==> config.mk <==
export PLATFORM = sky130hd
export DESIGN_NAME = lc_enc8b10b
export DESIGN_NICKNAME = d
export VERILOG_FILES = /design/src/rtl/lc8b10b_pkg.sv /design/src/rtl/lc_kcheck.sv /design/src/rtl/lc_enc6.sv /design/src/rtl/lc_enc4.sv /design/src/rtl/lc_enc8b10b.sv
export SDC_FILE = /design/constraint.sdc
export NUM_CORES = 1
export LEC_CHECK = 0
export ABC_AREA = 1
export BUFFER_PORTS_ARGS = -buffer_cell sky130_fd_sc_hd__buf_2
export CORE_MARGIN = 3
export CORE_UTILIZATION = 50
export DETAILED_ROUTE_END_ITERATION = 7
export PLACE_DENSITY = 0.82
export SYNTH_ARGS = -nofsm -noshare
export SYNTH_HDL_FRONTEND = slang
export SYNTH_SLANG_ARGS = --single-unit
==> constraint.sdc <==
create_clock -name clk -period 10.9 [get_ports clk]
set_clock_uncertainty 0.05 [all_clocks]
set_input_delay 2.18 -clock clk [delete_from_list [all_inputs] [get_ports clk]]
set_output_delay 2.18 -clock clk [all_outputs]
set_load 0.01 [all_outputs]
==> src/rtl/lc8b10b_pkg.sv <==
package lc8b10b_pkg;

    localparam int BYTE_W    = 8;
    localparam int LO_W      = 5;
    localparam int HI_W      = BYTE_W - LO_W;
    localparam int LO_CODE_W = LO_W + 1;
    localparam int HI_CODE_W = HI_W + 1;
    localparam int SYM_W     = LO_CODE_W + HI_CODE_W;

    localparam logic [LO_W-1:0] K_MAIN = 5'd28;

    typedef enum logic {
        RD_NEG = 1'b0,
        RD_POS = 1'b1
    } rd_state_t;

    function automatic rd_state_t rd_other(input rd_state_t r);
        return (r == RD_POS) ? RD_NEG : RD_POS;
    endfunction

endpackage

==> src/rtl/lc_kcheck.sv <==
module lc_kcheck
    import lc8b10b_pkg::*;
(
    input  logic [LO_W-1:0] lo,
    input  logic [HI_W-1:0] hi,
    input  logic            ctrl,
    output logic            k_ok,
    output logic            k_err
);
    logic allowed;

    always_comb begin
        allowed = (lo == K_MAIN) ||
                  ((hi == 3'd7) && ((lo == 5'd23) || (lo == 5'd27) ||
                                    (lo == 5'd29) || (lo == 5'd30)));
        k_ok  = ctrl && allowed;
        k_err = ctrl && !allowed;
    end
endmodule

==> src/rtl/lc_enc6.sv <==
module lc_enc6
    import lc8b10b_pkg::*;
(
    input  logic [LO_W-1:0]      lo,
    input  logic                 k28,
    input  rd_state_t            rd_in,
    output logic [LO_CODE_W-1:0] code,
    output rd_state_t            rd_mid
);
    logic [LO_CODE_W-1:0] neg_form;
    logic                 invert;

    always_comb begin
        neg_form = '0;
        unique case (lo)
            5'd0:  neg_form = 6'b100111;
            5'd1:  neg_form = 6'b011101;
            5'd2:  neg_form = 6'b101101;
            5'd3:  neg_form = 6'b110001;
            5'd4:  neg_form = 6'b110101;
            5'd5:  neg_form = 6'b101001;
            5'd6:  neg_form = 6'b011001;
            5'd7:  neg_form = 6'b111000;
            5'd8:  neg_form = 6'b111001;
            5'd9:  neg_form = 6'b100101;
            5'd10: neg_form = 6'b010101;
            5'd11: neg_form = 6'b110100;
            5'd12: neg_form = 6'b001101;
            5'd13: neg_form = 6'b101100;
            5'd14: neg_form = 6'b011100;
            5'd15: neg_form = 6'b010111;
            5'd16: neg_form = 6'b011011;
            5'd17: neg_form = 6'b100011;
            5'd18: neg_form = 6'b010011;
            5'd19: neg_form = 6'b110010;
            5'd20: neg_form = 6'b001011;
            5'd21: neg_form = 6'b101010;
            5'd22: neg_form = 6'b011010;
            5'd23: neg_form = 6'b111010;
            5'd24: neg_form = 6'b110011;
            5'd25: neg_form = 6'b100110;
            5'd26: neg_form = 6'b010110;
            5'd27: neg_form = 6'b110110;
            5'd28: neg_form = 6'b001110;
            5'd29: neg_form = 6'b101110;
            5'd30: neg_form = 6'b011110;
            5'd31: neg_form = 6'b101011;
        endcase
        if (k28) neg_form = 6'b001111;

        invert = (rd_in == RD_POS) &&
                 (($countones(neg_form) != 3) || (!k28 && lo == 5'd7));
        code   = invert ? ~neg_form : neg_form;
        rd_mid = ($countones(code) != 3) ? rd_other(rd_in) : rd_in;
    end
endmodule

==> src/rtl/lc_enc4.sv <==
module lc_enc4
    import lc8b10b_pkg::*;
(
    input  logic [HI_W-1:0]      hi,
    input  logic [LO_W-1:0]      lo,
    input  logic                 k_any,
    input  logic                 k28,
    input  rd_state_t            rd_mid,
    output logic [HI_CODE_W-1:0] code,
    output rd_state_t            rd_end
);
    logic [HI_CODE_W-1:0] neg_form;
    logic                 use_alt;
    logic                 invert;

    always_comb begin
        neg_form = '0;
        unique case (hi)
            3'd0: neg_form = 4'b1011;
            3'd1: neg_form = k28 ? 4'b0110 : 4'b1001;
            3'd2: neg_form = k28 ? 4'b1010 : 4'b0101;
            3'd3: neg_form = 4'b1100;
            3'd4: neg_form = 4'b1101;
            3'd5: neg_form = k28 ? 4'b0101 : 4'b1010;
            3'd6: neg_form = k28 ? 4'b1001 : 4'b0110;
            3'd7: neg_form = 4'b1110;
        endcase

        use_alt = (hi == 3'd7) &&
                  (k_any ||
                   ((rd_mid == RD_NEG) && (lo == 5'd17 || lo == 5'd18 || lo == 5'd20)) ||
                   ((rd_mid == RD_POS) && (lo == 5'd11 || lo == 5'd13 || lo == 5'd14)));
        if (use_alt) neg_form = 4'b0111;

        invert = (rd_mid == RD_POS) &&
                 (($countones(neg_form) != 2) || (hi == 3'd3) || k28);
        code   = invert ? ~neg_form : neg_form;
        rd_end = ($countones(code) != 2) ? rd_other(rd_mid) : rd_mid;
    end
endmodule

==> src/rtl/lc_enc8b10b.sv <==
module lc_enc8b10b
    import lc8b10b_pkg::*;
(
    input  logic              clk,
    input  logic              rst_n,
    input  logic              in_valid,
    input  logic              in_ctrl,
    input  logic [BYTE_W-1:0] in_byte,
    output logic              out_valid,
    output logic [SYM_W-1:0]  out_sym,
    output logic              out_rd,
    output logic              out_kerr
);
    rd_state_t            rd_q, rd_d, rd_mid, rd_end;
    logic [LO_W-1:0]      lo;
    logic [HI_W-1:0]      hi;
    logic                 k_ok, k_err, k28;
    logic [LO_CODE_W-1:0] c6;
    logic [HI_CODE_W-1:0] c4;

    assign lo  = in_byte[LO_W-1:0];
    assign hi  = in_byte[BYTE_W-1:LO_W];
    assign k28 = k_ok && (lo == K_MAIN);

    lc_kcheck u_kcheck (
        .lo    (lo),
        .hi    (hi),
        .ctrl  (in_ctrl),
        .k_ok  (k_ok),
        .k_err (k_err)
    );

    lc_enc6 u_enc6 (
        .lo     (lo),
        .k28    (k28),
        .rd_in  (rd_q),
        .code   (c6),
        .rd_mid (rd_mid)
    );

    lc_enc4 u_enc4 (
        .hi     (hi),
        .lo     (lo),
        .k_any  (k_ok),
        .k28    (k28),
        .rd_mid (rd_mid),
        .code   (c4),
        .rd_end (rd_end)
    );

    // next state: FLIP on an unbalanced symbol, HOLD otherwise
    always_comb begin
        rd_d = rd_q;
        unique case (rd_q)
            RD_NEG: if (in_valid && rd_end == RD_POS) rd_d = RD_POS;
            RD_POS: if (in_valid && rd_end == RD_NEG) rd_d = RD_NEG;
        endcase
    end

    // state register
    always_ff @(posedge clk) begin
        if (!rst_n) rd_q <= RD_NEG;
        else        rd_q <= rd_d;
    end

    // output register
    always_ff @(posedge clk) begin
        if (!rst_n) begin
            out_valid <= 1'b0;
            out_kerr  <= 1'b0;
            out_sym   <= '0;
        end else begin
            out_valid <= in_valid;
            out_kerr  <= in_valid && k_err;
            if (in_valid) out_sym <= {c6, c4};
        end
    end

    assign out_rd = (rd_q == RD_POS);
endmodule

==> impl_metrics.json, run 1 <==
{
  "synth_compound_area_share_pct": 14.75,
  "rsz0062_at_grt": "false",
  "synthFlopType": "dfxtp_1",
  "synth.top_cell.area_share_pct": 17.44,
  "synthAdderAreaFrac_pct": 20.96,
  "internal_power_mw": 0.1549,
  "powerDensity_mw_per_mm2": 183.0,
  "die_y_um": 60.64,
  "finalSetupViolCount": 0,
  "die_w_um": 60.64,
  "n_fill_cell": 301,
  "drv_slew": 0,
  "path_class": "in2reg",
  "wirelength_um": 3038,
  "synthCells": 225,
  "nNetsFinal": 284,
  "io_pins": 25,
  "fmax_mhz": 107.2,
  "dieArea_mm2": 0.003677,
  "drc": 0,
  "htreeDepth": 1,
  "fin_crit_ns": 9.324,
  "vias": 1436,
  "hold_class": "reg2reg",
  "io_buffers": 24,
  "p_clk_share_pct": 9.7,
  "crit_slowest_cell": "fa_1",
  "yosysTopAreaCell": "dfxtp_1",
  "cts_setup_buffers": 0,
  "grt_busiest_layer": "met2",
  "synth_area_per_cell_um2": 6.634,
  "cts_buffer_depth": 2,
  "synth_edf_count": 0,
  "ys_types": 35,
  "final_util_pct": 59.10,
  "cp.buffers_inverters": 5,
  "yosysMostFrequentCell": "nand2_1",
  "clk_pin_slew_ns": 0.08,
  "yosys-top-cells-count": "nand2_1, inv_1, nor2_1, nand3_1, ha_1",
  "via_per_inst": 5.129,
  "worstPathArrival_ns": 9.45,
  "yosys_warnings": 0,
  "p_seq_share_pct": 21.1,
  "async_flop_share_pct": 0,
  "post_drt_wl_per_cell_um": 10.85,
  "swShare_pct": 48.92,
  "clk_latency_ns": 0.27,
  "cts_tree": "yes",
  "start_util_pct": 53.21,
  "post_dp_cell_area_mm2": 0.001632,
  "track_usage_pct": 18.31,
  "num_rows": 19,
  "muxShareOfSynthArea_pct": 0,
  "cpPeakStageDelay_ns": 0.49,
  "grt_pass1_vias": 1223,
  "fin_crit_sh_pct": 85.54,
  "ir_worst_vdd_uv": 83.39,
  "worstHoldStart": "out_sym[7]",
  "layout-area-overhead-vs-synth_pct": 11.06,
  "drtAntennaViolNets": 0,
  "drtPass1Iterations": 4,
  "cp_common_cell": "nand2_1",
  "synthSimpleGateAreaFrac_pct": 32.69,
  "synth-seq-cells": 13,
  "use_met1_pct": 27.19,
  "p_sw_mw": 0.1484,
  "fp.coreArea_mm2": 0.002805,
  "drive_above_1_share_pct": 15.66,
  "synth-xor-area-share_pct": 4.694,
  "multi_input_area_mm2": 0.001091,
  "critPathLaunch": "in_byte[0]",
  "cts_buffers": 3,
  "n_antenna_cell": 0,
  "cp.required_ns": 11.02,
  "crit_family": "adder cells",
  "gp_congestion": 0.9735,
  "post_cts_resized": 0,
  "dpl.hpwl_um": 2545,
  "syn-num-nets": 259,
  "critPathMaxFanout": 7,
  "cts_hold_buf": 0,
  "grt_use_met3_pct": 1.915,
  "grt_max_degree": 17,
  "cp-end-kind": "flop",
  "netlist_area_mm2": 0.001493,
  "hold_ws_ns": 0.4246,
  "hold_viol": 0,
  "p_leak_nw": 0.9161,
  "seqCellArea_um2": 260.3,
  "design_area_mm2": 0.001658,
  "grt_pass1_wl_um": 5299,
  "combPwrFrac_pct": 69.3,
  "status": "completed",
  "relSlewSlack_pct": 75.16,
  "initialDrtViolationCount": 77,
  "worst_pin_slew_ns": 0.3697,
  "cap_violations": 0,
  "grt_use_met2_pct": 28.55,
  "synth_top_family_by_area": "simple AND/OR/NAND/NOR gates",
  "clkSinkCount": 13,
  "yosysSeqAreaShare_pct": 17.44,
  "antenna_found_initial": 0,
  "cts-root-buf": "clkbuf_4",
  "synthTopCellsByArea": "dfxtp_1, nand2_1, ha_1",
  "start_kind": "primary input",
  "grt_remaining_overflow": 0,
  "tns_ns": 0
}
## final cells by class
| cell class | instances | share of cell area (%) |
|---|---|---|
| clock buffers | 4 | 1.585 |
| inverters | 32 | 7.321 |
| multi-input cells | 176 | 65.81 |
| flip-flops and latches | 13 | 15.70 |
| well taps | 31 | 2.340 |
| repair buffers | 24 | 7.245 |
## cells by family (layout without fill, tap and decap cells)
group / Yosys count / count (layout)
AND/OR/NAND/NOR: 112 / 112
buffers and inverters: 36 / 60
AO/OA/AOI/OAI: 34 / 34
adder cells (fa/ha/maj): 22 / 22
flip-flops: 13 / 13
XOR/XNOR: 8 / 8
## worst reg2reg max path: cells and delay by family, from the launching register on
family	cells	cell delay, ns
and+or+nand+nor	14	1.50
adders and majority gates	6	2.11
buffers and inverters	3	0.22
AOI/OAI and AO/OA	4	0.75
xor gates and xnor gates	2	0.37
DFF	1	0.40
## metrics by stage
| stage | instances | power [mW] | worst slack [ns] |
|---|---|---|---|
| 6_report | 280 | 0.3033 | 1.576 |
| 5_1_grt | 280 | 0.3393 | 0.9118 |
| 4_1_cts | 280 | 0.3038 | 1.545 |
| 3_5_place_dp | 276 | 0.2740 | 1.259 |
| 3_3_place_gp | 276 | 0.2688 | 1.390 |
| 2_1_floorplan | 225 | 0.2277 | 2.150 |
## layout by cell type, fill, tap and decap left out, types with 3 or more instances in the layout
cell / n
inv_1: 27
fa_1: 5
xnor2_1: 4
nor2_1: 25
nand3_1: 19
buf_2: 24
o2111ai_1: 3
o21ai_1: 3
o21ai_0: 8
xor2_1: 4
ha_1: 17
clkbuf_4: 3
a21oi_1: 10
dfxtp_1: 13
nand2_1: 57
## worst paths after layout
path | cells past startpoint | slack, ns | endpoint
setup / recovery | 42 | 1.58 | flop
hold / removal | 2 | 0.42 | out_sym[7]
setup reg to reg | 29 | 5.40 | flop
hold reg to reg | 2 | 0.42 | out_sym[7]
## power by group through the flow
stage	clock network (mW)	registers, mW	logic [mW]
final	0.0293	0.0639	0.210
after global routing	0.0327	0.0651	0.242
after CTS	0.0293	0.0639	0.211
after detailed placement	0	0.0650	0.209
after global placement	0	0.0648	0.204
after floorplan	0	0.0703	0.157
## routing by layer
layer / part of all wire [%] / vias to the layer above
met4: 0 / 0
met1: 52 / 618
met2: 43 / 39
met3: 4.3 / 0
met5: 0 / -
li1: - / 779
## sequential cells by signal, summed over array words and instances (netlist names), named ones only
signal     flops
out_valid      1
out_sym       10
out_kerr       1
Note: power is estimated with default switching activity, not from simulation.
==> run 2, diff against run 1 <==
--- a/config.mk
+++ b/config.mk
@@ -6,11 +6,12 @@
 export NUM_CORES = 1
 export LEC_CHECK = 0
 export ABC_AREA = 1
-export BUFFER_PORTS_ARGS = -buffer_cell sky130_fd_sc_hd__buf_2
 export CORE_MARGIN = 3
 export CORE_UTILIZATION = 50
+export CTS_CLUSTER_SIZE = 28
 export DETAILED_ROUTE_END_ITERATION = 7
-export PLACE_DENSITY = 0.82
+export DONT_BUFFER_PORTS = 1
+export PLACE_DENSITY_LB_ADDON = 0.3
 export SYNTH_ARGS = -nofsm -noshare
 export SYNTH_HDL_FRONTEND = slang
 export SYNTH_SLANG_ARGS = --single-unit
==> impl_metrics.json, run 2 (synthesis results as in run 1) <==
{
  "hold_viol": 0,
  "layout-area-overhead-vs-synth_pct": 3.017,
  "fin_crit_ns": 9.153,
  "clkSinkCount": 13,
  "start_util_pct": 53.21,
  "largest_reg_flops": 10,
  "drtPass1Iterations": 4,
  "num_rows": 19,
  "final_common_cell": "nand2_1",
  "worstPathArrival_ns": 9.27,
  "drtAntennaViolNets": 0,
  "critPathMaxFanout": 10,
  "cts_hold_buf": 0,
  "tns_ns": 0,
  "final_util_pct": 54.82,
  "cp.required_ns": 11.02,
  "cts_buffers": 3,
  "n_antenna_cell": 0,
  "rsz0062_at_grt": "false",
  "wirelength_um": 3015,
  "post_drt_wl_per_cell_um": 11.78,
  "cp.buffers_inverters": 5,
  "antenna_found_initial": 0,
  "grt_max_degree": 17,
  "start_kind": "primary input",
  "dp_cells": 252,
  "io_buffers": 0,
  "hold_class": "reg2reg",
  "dpl.hpwl_um": 2496,
  "path_class": "in2reg",
  "grt_pass1_vias": 1154,
  "drv_slew": 0,
  "cts_tree": "yes",
  "clk_pin_slew_ns": 0.08,
  "drc": 0,
  "track_usage_pct": 17.56,
  "seqCellArea_um2": 260.3,
  "powerDensity_mw_per_mm2": 186.0,
  "finalSetupViolCount": 0,
  "crit_family": "adder cells",
  "grt_remaining_overflow": 0,
  "design_area_mm2": 0.001538,
  "htreeDepth": 1,
  "status": "completed",
  "cts_buffer_depth": 2,
  "cpPeakStageDelay_ns": 0.48,
  "die_w_um": 60.64,
  "via_per_inst": 5.359,
  "clk_latency_ns": 0.27,
  "gp_congestion": 0.8823,
  "worst_pin_slew_ns": 0.3750,
  "final_cell_mix": "nand2_1, inv_1, nor2_1, nand3_1, ha_1",
  "p_leak_nw": 0.8092,
  "io_pins": 25,
  "largest_register": "out_sym",
  "drive_above_1_share_pct": 6.667,
  "cp_common_cell": "nand2_1",
  "multi_input_area_mm2": 0.001091,
  "die_y_um": 60.64,
  "vias": 1372,
  "cts_setup_buffers": 0,
  "fp.coreArea_mm2": 0.002805,
  "top_regs": "out_sym (10), out_kerr (1), out_valid (1)",
  "layout.cells.non_filler": 256,
  "nNetsFinal": 260,
  "ir_worst_vdd_uv": 76.10,
  "post_dp_cell_area_mm2": 0.001511,
  "crit_slowest_cell": "fa_1",
  "cap_violations": 0,
  "n_fill_cell": 288,
  "initialDrtViolationCount": 75,
  "relSlewSlack_pct": 74.81,
  "dieArea_mm2": 0.003677,
  "fmax_mhz": 109.2,
  "grt_pass1_wl_um": 5133,
  "cp-end-kind": "flop",
  "fin_crit_sh_pct": 83.98,
  "cts-root-buf": "clkbuf_4",
  "post_cts_resized": 0
}
-- run 2: final cells by class --
class / instances / area share [%]
Multi-Input combinational cell: 176 / 70.95
Sequential cell: 13 / 16.92
Inverter: 32 / 7.893
Tap cell: 31 / 2.522
Clock buffer: 4 / 1.709
-- run 2: worst paths after layout --
check                  start    endpoint  slack (ns)  cells after the start
setup / recovery  in_byte[1]        flop        1.75                     40
hold / removal    out_sym[4]  out_sym[4]        0.48                      2
setup reg to reg        flop        flop        5.36                     29
hold reg to reg   out_sym[4]  out_sym[4]        0.48                      2
-- run 2: stage by stage --
stage                     worst slack [ns]  hold WS [ns]  total power [mW]
after floorplan                      2.150        0.4429            0.2277
after global placement               1.607        0.4644            0.2553
after detailed placement             1.517        0.4655            0.2587
after CTS                            1.786        0.4776            0.2877
after global routing                 1.060        0.5036            0.3226
final                                1.747        0.4788            0.2859
-- run 2: tightest hold or removal path, cell delays in order, from the launching register on --
cell and delay [ns]:
dfxtp_1 0.35, nand3_1 0.09, nand2_1 0.05
-- run 2: metal layers --
metal	GRT usage [%]	share of wire [%]
met5	0	0
met4	3.715	0.80
met3	2.553	7.1
met2	25.19	42
met1	27.54	50
-- run 2: power breakdown --
| part | internal [mW] | total, mW | switching, mW |
|---|---|---|---|
| registers | 0.0586 | 0.0711 | 0.0126 |
| clock network | 0.0142 | 0.0288 | 0.0147 |
| logic | 0.0741 | 0.186 | 0.112 |
| total | 0.147 | 0.286 | 0.139 |
==> run 3, diff against run 2 <==
==> constraint.sdc (replaced) <==
create_clock -name clk -period 9.32 [get_ports clk]
set_clock_uncertainty 0.05 [all_clocks]
set_input_delay 1.864 -clock clk [delete_from_list [all_inputs] [get_ports clk]]
set_output_delay 1.864 -clock clk [all_outputs]
set_load 0.01 [all_outputs]
==> impl_metrics.json, run 3 (synthesis results as in run 1) <==
{
  "critPathMaxFanout": 10,
  "nNetsFinal": 260,
  "cts_setup_buffers": 0,
  "post_drt_wl_per_cell_um": 11.67,
  "drtAntennaViolNets": 0,
  "start_kind": "primary input",
  "layout-area-overhead-vs-synth_pct": 3.520,
  "dpl.hpwl_um": 2510,
  "cp.required_ns": 9.44,
  "antenna_found_initial": 0,
  "worstPathArrival_ns": 8.72,
  "gp_congestion": 0.8213,
  "cpPeakStageDelay_ns": 0.49,
  "fp.coreArea_mm2": 0.002805,
  "clk_pin_slew_ns": 0.07,
  "cts_buffer_depth": 2,
  "r2r_slack_ns": 3.77,
  "path_class": "in2reg",
  "clk_latency_ns": 0.27,
  "relSlewSlack_pct": 80.00,
  "grt_remaining_overflow": 0,
  "design_area_mm2": 0.001545,
  "io_pins": 25,
  "largest_register": "out_sym",
  "die_w_um": 60.64,
  "htreeDepth": 1,
  "fin_crit_ns": 8.596,
  "p_leak_nw": 0.8101,
  "die_y_um": 60.64,
  "wirelength_um": 2988,
  "tns_ns": 0,
  "dieArea_mm2": 0.003677,
  "p_total_mw": 0.3352,
  "crit_family": "adder cells",
  "via_per_inst": 5.426,
  "holdPathEnd": "out_sym[4]",
  "worst_slack_ns": 0.7245,
  "grt_max_degree": 17,
  "cp-end-kind": "flop",
  "finalSetupViolCount": 0,
  "crit_slowest_cell": "fa_1",
  "n_antenna_cell": 0,
  "top_regs": "out_sym (10), out_kerr (1), out_valid (1)",
  "track_usage_pct": 18.50,
  "powerDensity_mw_per_mm2": 216.9,
  "critPathLaunch": "in_byte[1]",
  "largest_reg_flops": 10,
  "num_rows": 19,
  "cts_buffers": 3,
  "dp_slack_ns": 0.2326,
  "cts_tree": "yes",
  "grt_pass1_wl_um": 5423,
  "final_common_cell": "nand2_1",
  "worst_r2r_path_depth": 31,
  "start_util_pct": 53.21,
  "cp.buffers_inverters": 6,
  "worst_pin_slew_ns": 0.2987,
  "hold_depth": 2,
  "cts-root-buf": "clkbuf_4",
  "post_dp_cell_area_mm2": 0.001511,
  "ir_worst_vdd_uv": 100.6,
  "grt_pass1_vias": 1307,
  "fmax_mhz": 116.3,
  "vias": 1389,
  "status": "completed",
  "clkSinkCount": 13,
  "cap_violations": 0,
  "drive_above_1_share_pct": 7.556,
  "cp_common_cell": "nand2_1",
  "drc": 0,
  "fin_crit_sh_pct": 92.23,
  "rsz0062_at_grt": "false",
  "drv_slew": 0,
  "initialDrtViolationCount": 72,
  "drtPass1Iterations": 5,
  "final_cell_mix": "nand2_1, inv_1, nor2_1, nand3_1, ha_1",
  "worstHoldStart": "out_sym[4]",
  "io_buffers": 0,
  "hold_viol": 0,
  "hold_class": "reg2reg"
}
run 3: layer usage:
metal | GRT usage (%) | part of all wire, %
met5 | 0 | 0
met4 | 4.954 | 1.3
met3 | 2.128 | 6.0
met2 | 30.53 | 44
met1 | 25.55 | 49
run 3: worst register-to-register path: cells and delay by family, from the launching register on:
kind            cells  cell delay, ns
compound gates      3            0.51
xor+xnor            2            0.36
fa+ha+maj           6            2.07
buf+inv             4            0.39
flops               1            0.47
simple gates       16            1.59
run 3: stage by stage:
step | hold WS, ns | cells | utilization [%]
2_1_floorplan | 0.4429 | 225 | -
3_3_place_gp | 0.4634 | 252 | 53.88
3_5_place_dp | 0.4684 | 252 | 53.88
4_1_cts | 0.4801 | 256 | 54.82
5_1_grt | 0.5121 | 256 | 55.08
6_report | 0.4829 | 256 | 55.08
run 3: worst max-delay path by stage:
stage | slack, ns | depth (start not counted) | endpoint
2_1_floorplan | 0.89 | 40 | flop
3_3_place_gp | 0.27 | 42 | flop
3_5_place_dp | 0.23 | 42 | flop
4_1_cts | 0.51 | 42 | flop
5_1_grt | 0.006 | 42 | flop
6_report | 0.72 | 42 | flop
run 3: area by class of cell:
type / instances / area (um^2)
multi-input combinational: 176 / 1099
inverter: 32 / 121.4
sequential: 13 / 260.3
fill: 314 / 1260
tap: 31 / 38.79
clock buffer: 4 / 26.28
run 3: report_power, final:
| group | internal, mW | total [mW] | switching, mW | leakage, nW |
|---|---|---|---|---|
| clock | 0.0166 | 0.0339 | 0.0173 | 0.0150 |
| combinational | 0.0867 | 0.218 | 0.131 | 0.687 |
| sequential | 0.0685 | 0.0837 | 0.0152 | 0.108 |
| total | 0.172 | 0.335 | 0.163 | 0.810 |
run 3: what timing repair did:
item                       4_1_cts  5_1_grt
hold buffers                     0        0
gates resized for setup          0        2
setup endpoints to repair        0        1
